### config.mk
export PLATFORM = sky130hd
export DESIGN_NAME = hzd_unit
export DESIGN_NICKNAME = d
export VERILOG_FILES = /design/src/rtl/hzd_pkg.sv /design/src/rtl/hzd_fwd_sel.sv /design/src/rtl/hzd_stall_det.sv /design/src/rtl/hzd_branch_ctl.sv /design/src/rtl/hzd_unit.sv
export SDC_FILE = /design/constraint.sdc
export NUM_CORES = 1
export LEC_CHECK = 0
export BUFFER_PORTS_ARGS = -buffer_cell sky130_fd_sc_hd__buf_4
export CAP_MARGIN = 30
export CORE_MARGIN = 2
export CORE_UTILIZATION = 41
export DETAILED_ROUTE_END_ITERATION = 12
export PLACE_DENSITY_LB_ADDON = 0.1
export SLEW_MARGIN = 10
export SYNTH_ARGS = -nofsm -noshare
export SYNTH_HDL_FRONTEND = slang
export SYNTH_SLANG_ARGS = --single-unit
### constraint.sdc
create_clock -name vclk -period 2.07
set_input_delay 0.207 -clock vclk [all_inputs]
set_output_delay 0.207 -clock vclk [all_outputs]
set_load 0.02 [all_outputs]
### src/rtl/hzd_pkg.sv
package hzd_pkg;

  typedef enum logic [1:0] {
    SRC_REGFILE = 2'b00,
    SRC_MEMWB   = 2'b01,
    SRC_EXMEM   = 2'b10
  } src_sel_e;

  // A producer is a valid match for a consumer source register
  function automatic logic reg_hit(input logic [7:0] src,
                                   input logic [7:0] dst,
                                   input logic       we);
    return we && (dst != 8'd0) && (src == dst);
  endfunction

  // Younger producer wins over older producer
  function automatic src_sel_e pick_src(input logic young_hit,
                                        input logic old_hit);
    if (young_hit)    return SRC_EXMEM;
    else if (old_hit) return SRC_MEMWB;
    else              return SRC_REGFILE;
  endfunction

endpackage

### src/rtl/hzd_fwd_sel.sv
module hzd_fwd_sel
  import hzd_pkg::*;
#(
  parameter int REG_W = 5
) (
  input  logic [REG_W-1:0] src_i,
  input  logic [REG_W-1:0] exmem_rd_i,
  input  logic             exmem_we_i,
  input  logic             exmem_load_i,
  input  logic [REG_W-1:0] memwb_rd_i,
  input  logic             memwb_we_i,
  output logic [1:0]       sel_o
);
  localparam int PAD = 8 - REG_W;

  logic young_hit;
  logic old_hit;
  src_sel_e sel;

  always_comb begin
    young_hit = reg_hit({{PAD{1'b0}}, src_i}, {{PAD{1'b0}}, exmem_rd_i},
                        exmem_we_i && !exmem_load_i);
    old_hit   = reg_hit({{PAD{1'b0}}, src_i}, {{PAD{1'b0}}, memwb_rd_i},
                        memwb_we_i);
    sel       = pick_src(young_hit, old_hit);
    sel_o     = sel;
  end

  always_comb begin
    // register zero reads the register file path
    a_r3_zero_never_fwd: assert ((src_i != '0) || (sel_o == 2'b00));
    // a valid EX/MEM match takes priority
    a_r1_young_priority: assert (!(exmem_we_i && !exmem_load_i && exmem_rd_i != '0
                                   && exmem_rd_i == src_i) || (sel_o == 2'b10));
    // no writer, no forward from that stage
    a_r4_no_we_no_fwd: assert ((exmem_we_i || memwb_we_i) || (sel_o == 2'b00));
  end

endmodule

### src/rtl/hzd_stall_det.sv
module hzd_stall_det
  import hzd_pkg::*;
#(
  parameter int REG_W = 5
) (
  input  logic [REG_W-1:0] id_rs_i,
  input  logic [REG_W-1:0] id_rt_i,
  input  logic             id_branch_i,
  input  logic [REG_W-1:0] idex_rd_i,
  input  logic             idex_we_i,
  input  logic             idex_load_i,
  input  logic [REG_W-1:0] exmem_rd_i,
  input  logic             exmem_we_i,
  input  logic             exmem_load_i,
  output logic             load_use_o,
  output logic             branch_wait_o,
  output logic             stall_o
);
  localparam int PAD = 8 - REG_W;

  logic idex_hit;
  logic exmem_hit;

  always_comb begin
    idex_hit = reg_hit({{PAD{1'b0}}, id_rs_i}, {{PAD{1'b0}}, idex_rd_i}, idex_we_i)
            || reg_hit({{PAD{1'b0}}, id_rt_i}, {{PAD{1'b0}}, idex_rd_i}, idex_we_i);
    exmem_hit = reg_hit({{PAD{1'b0}}, id_rs_i}, {{PAD{1'b0}}, exmem_rd_i}, exmem_we_i)
             || reg_hit({{PAD{1'b0}}, id_rt_i}, {{PAD{1'b0}}, exmem_rd_i}, exmem_we_i);
    // load directly ahead of a consumer
    load_use_o    = idex_hit && idex_load_i;
    // branch operand not yet available for the decode comparator
    branch_wait_o = id_branch_i && ((idex_hit && !idex_load_i) ||
                                    (exmem_hit && exmem_load_i));
    stall_o       = load_use_o || branch_wait_o;
  end

  always_comb begin
    a_r4_no_writer_no_stall: assert ((idex_we_i || exmem_we_i) || !stall_o);
    a_r3_zero_no_stall: assert (!((id_rs_i == '0) && (id_rt_i == '0)) || !stall_o);
    a_r8_only_branch_waits: assert (id_branch_i || !branch_wait_o);
  end

endmodule

### src/rtl/hzd_branch_ctl.sv
module hzd_branch_ctl
  import hzd_pkg::*;
#(
  parameter int REG_W = 5
) (
  input  logic [REG_W-1:0] id_rs_i,
  input  logic [REG_W-1:0] id_rt_i,
  input  logic             id_branch_i,
  input  logic             id_branch_ne_i,
  input  logic             br_equal_i,
  input  logic [REG_W-1:0] exmem_rd_i,
  input  logic             exmem_we_i,
  input  logic             exmem_load_i,
  input  logic             stall_i,
  output logic             br_fwd_a_o,
  output logic             br_fwd_b_o,
  output logic             flush_o
);
  localparam int PAD = 8 - REG_W;

  logic taken;

  always_comb begin
    br_fwd_a_o = reg_hit({{PAD{1'b0}}, id_rs_i}, {{PAD{1'b0}}, exmem_rd_i},
                         exmem_we_i && !exmem_load_i);
    br_fwd_b_o = reg_hit({{PAD{1'b0}}, id_rt_i}, {{PAD{1'b0}}, exmem_rd_i},
                         exmem_we_i && !exmem_load_i);
    taken      = id_branch_i && (br_equal_i ^ id_branch_ne_i);
    flush_o    = taken && !stall_i;
  end

  always_comb begin
    a_r9_flush_needs_branch: assert (id_branch_i || !flush_o);
    a_r7_no_fwd_from_load: assert (!exmem_load_i || (!br_fwd_a_o && !br_fwd_b_o));
  end

endmodule

### src/rtl/hzd_unit.sv
module hzd_unit
  import hzd_pkg::*;
#(
  parameter int REG_W = 5
) (
  input  logic [REG_W-1:0] id_rs_i,
  input  logic [REG_W-1:0] id_rt_i,
  input  logic             id_branch_i,
  input  logic             id_branch_ne_i,
  input  logic             br_equal_i,
  input  logic [REG_W-1:0] ex_rs_i,
  input  logic [REG_W-1:0] ex_rt_i,
  input  logic [REG_W-1:0] idex_rd_i,
  input  logic             idex_we_i,
  input  logic             idex_load_i,
  input  logic [REG_W-1:0] exmem_rd_i,
  input  logic             exmem_we_i,
  input  logic             exmem_load_i,
  input  logic [REG_W-1:0] memwb_rd_i,
  input  logic             memwb_we_i,
  output logic [1:0]       fwd_a_sel_o,
  output logic [1:0]       fwd_b_sel_o,
  output logic             br_fwd_a_o,
  output logic             br_fwd_b_o,
  output logic             pc_hold_o,
  output logic             ifid_hold_o,
  output logic             idex_bubble_o,
  output logic             ifid_flush_o
);
  localparam int N_OPND = 2;

  logic [REG_W-1:0] ex_src [N_OPND];
  logic [1:0]       ex_sel [N_OPND];
  logic             load_use;
  logic             branch_wait;
  logic             stall;
  logic             flush;

  assign ex_src[0] = ex_rs_i;
  assign ex_src[1] = ex_rt_i;

  for (genvar g = 0; g < N_OPND; g++) begin : g_opnd
    hzd_fwd_sel #(.REG_W(REG_W)) u_fwd (
      .src_i        (ex_src[g]),
      .exmem_rd_i   (exmem_rd_i),
      .exmem_we_i   (exmem_we_i),
      .exmem_load_i (exmem_load_i),
      .memwb_rd_i   (memwb_rd_i),
      .memwb_we_i   (memwb_we_i),
      .sel_o        (ex_sel[g])
    );
  end

  hzd_stall_det #(.REG_W(REG_W)) u_stall (
    .id_rs_i       (id_rs_i),
    .id_rt_i       (id_rt_i),
    .id_branch_i   (id_branch_i),
    .idex_rd_i     (idex_rd_i),
    .idex_we_i     (idex_we_i),
    .idex_load_i   (idex_load_i),
    .exmem_rd_i    (exmem_rd_i),
    .exmem_we_i    (exmem_we_i),
    .exmem_load_i  (exmem_load_i),
    .load_use_o    (load_use),
    .branch_wait_o (branch_wait),
    .stall_o       (stall)
  );

  hzd_branch_ctl #(.REG_W(REG_W)) u_branch (
    .id_rs_i        (id_rs_i),
    .id_rt_i        (id_rt_i),
    .id_branch_i    (id_branch_i),
    .id_branch_ne_i (id_branch_ne_i),
    .br_equal_i     (br_equal_i),
    .exmem_rd_i     (exmem_rd_i),
    .exmem_we_i     (exmem_we_i),
    .exmem_load_i   (exmem_load_i),
    .stall_i        (stall),
    .br_fwd_a_o     (br_fwd_a_o),
    .br_fwd_b_o     (br_fwd_b_o),
    .flush_o        (flush)
  );

  assign fwd_a_sel_o   = ex_sel[0];
  assign fwd_b_sel_o   = ex_sel[1];
  assign pc_hold_o     = stall;
  assign ifid_hold_o   = stall;
  assign idex_bubble_o = stall;
  assign ifid_flush_o  = flush;

  always_comb begin
    // flush from branch control never meets a stall from the detector
    a_r10_no_flush_in_stall: assert (!(flush && stall));
    // a load-use hazard always reaches the hold outputs
    a_r6_load_use_holds: assert (!load_use || (pc_hold_o && idex_bubble_o));
    a_r8_branch_wait_holds: assert (!branch_wait || ifid_hold_o);
  end

endmodule

==> flow_summary.ini <==
[critical_path]
critPathTopFamily = simple AND/OR/NAND/NOR gates
cp-start-kind = primary input
worst_ep_required_time_ns = 1.86
crit_path_top_delay_cell = or4_4
crit_fanout = 5
path_buf_inv = 2
cp_cell_sequence = buf_4, or4_4, o21ai_2, or2_4, nor4_2, nor4_2, buf_4
crit_type = in2out
critPathMaxStageDelay_ns = 0.53
critPathArrivalTime_ns = 1.67
endpoint_kind = primary output

[hold_path]
hold_depth = 3
holdPathEnd = ifid_flush_o
min_path_type = in2out
hp-start = id_branch_i

[floorplan]
fp.dieArea_um2 = 1868
ios = 53
start_util = 0.4286
core_um2 = 1471
fp-row-count = 14
die_width_um = 43.22
die_h_um = 43.22

[grt]
grt_pass1_wl_um = 2718
grt_pass1_vias = 660
grt-ovfl-total = 0
grt_usage = 0.1828
antenna_found_initial = 0
grt_max_degree = 6

[yosys]
synth_area_leaders = xor2_1, xnor2_1, nor4_2
yosysWarningCount = 0
synth_most_common_cell = xor2_1
yosysTopAreaCellShare = 0.3611
syn_area_um2 = 630.6
synth_compound_area_frac = 0.08532
syn_nets = 122
avgSynthCellArea_um2 = 7.982
synth_cells = 79
synth_commonest_cells = xor2_1, xnor2_1, nand3_1
synth_fa_ha_area_frac = 0
yosysTopAreaCell = xor2_1
yosys.area_share.simple = 0.2480
synth_xor_area_frac = 0.5694
synth_seq_area_share = 0
synthMuxAreaShare = 0
synth_cell_types = 19
synth_top_family_by_area = XOR/XNOR gates

[sta]
post-route-period-util = 0.9089
finalMaxSlewViolations = 0
timing_hold_violations_final = 0
tns_ns = 0
worst_slew_pin_slew_ns = 0.3026
timing.slew.headroom = 0.7966
max_freq_ghz = 0.5315
setup_viol = 0
rsz0062_at_grt = false
setup_slack_ns = 0.1885
period_minus_slack_ns = 1.881

[clock_tree]
cts_resized = 0
postCtsHoldBufs = 0
cts_setup_buffers = 0

[drt]
dr.pass1.iters = 3
first_iter_violations = 3
wl_per_cell_um = 12.20
routed_wl_um = 1696
vias = 712
ant_nets = 0
vias_per_cell = 5.122
drc = 0

[run]
max-cap-violations = 0

[power]
swShare = 0.4381
pwr-share-comb = 1.000
p_leak_nw = 0.4377
clkPwrFrac = 0
power.internal_w = 0.0001099
power_density_nw_per_um2 = 198.1
p_switching_w = 0.00008567
power_w = 0.0001955
seqPwrFrac = 0
ir_worst_vdd_uv = 120.9

[finish]
clkbuf_count = 0
antenna_cells = 0
design.seq.count = 0
fin_nets = 168
n_fill_cell = 146
synthToLayoutAreaGrowth_pct = 56.55
seq_area_um2 = 0
drive_gt1_frac = 0.4878

[outcome]
status = finished clean

[placed_design]
dpl_worst_slack_ns = 0.1631
place.gp.congestion = 0.7490
port-buffer-count = 53
hpwl_um = 1592
-- per-layer routing --
layer	vias up	track usage	wire length (um)
met5	-	0	0
met3	0	0.008511	134
met2	30	0.4060	981
li1	359	-	-
met4	0	0	0
met1	323	0.1873	580
-- area by class of cell --
cell class,count,area (um^2),area share
multi-input combinational,70,569.3,0.5767
tap,16,20.02,0.02028
timing repair buffer,53,397.9,0.4030
-- power groups by stage --
stage / logic [W] / clock network [W] / registers (W)
after global placement: 0.000193 / 0 / 0
after detailed placement: 0.000197 / 0 / 0
final: 0.000196 / 0 / 0
after floorplan: 0.000101 / 0 / 0
after global routing: 0.000212 / 0 / 0
after CTS: 0.000198 / 0 / 0
-- metrics by stage --
stage	util	hold WS, ns	cell area, um^2	cells
2_1_floorplan	-	0.5787	630.6	79
3_3_place_gp	0.6709	0.7876	987.2	139
3_5_place_dp	0.6709	0.7910	987.2	139
4_1_cts	0.6709	0.7940	987.2	139
5_1_grt	0.6709	0.8099	987.2	139
6_report	0.6709	0.7885	987.2	139
-- how the worst max path moves through the flow --
stage,from,end,slack [ns],cells past startpoint
after floorplan,exmem_rd_i[2],fwd_b_sel_o[0],0.16,6
after global placement,exmem_rd_i[1],fwd_a_sel_o[0],0.21,7
after detailed placement,exmem_rd_i[1],fwd_a_sel_o[0],0.16,7
after CTS,exmem_rd_i[1],fwd_a_sel_o[0],0.16,7
after global routing,exmem_rd_i[1],fwd_a_sel_o[0],0.11,7
final,exmem_rd_i[1],fwd_b_sel_o[0],0.19,7
-- cell families after synthesis --
family,after synthesis
xor+xnor,41
simple gates,22
compound gates,7
buf+inv,9
-- worst min-delay path: cells and delay by family --
family,cells,cell delay [ns]
buffers and inverters,2,0.27
AO/OA/AOI/OAI,1,0.11
-- cells in the final DEF (no fill, tap or decap) --
| cell | synthesis | routed |
|---|---|---|
| nand3_1 | 5 | 5 |
| or4_1 | 4 | 4 |
| o221ai_1 | 1 | 1 |
| buf_4 | 4 | 53 |
| or4_4 | 1 | 1 |
| o2111a_1 | 1 | 1 |
| or2_4 | 1 | 1 |
| xnor2_1 | 15 | 15 |
| a31oi_1 | 1 | 1 |
| nor2_1 | 2 | 2 |
| a211o_1 | 1 | 1 |
| nor4_2 | 4 | 4 |
| o21ai_2 | 1 | 1 |
| o21ai_0 | 2 | 2 |
| xor2_1 | 26 | 26 |
| nand2_1 | 1 | 1 |
| nor3_1 | 4 | 4 |
(Power assumes the default switching activity.)
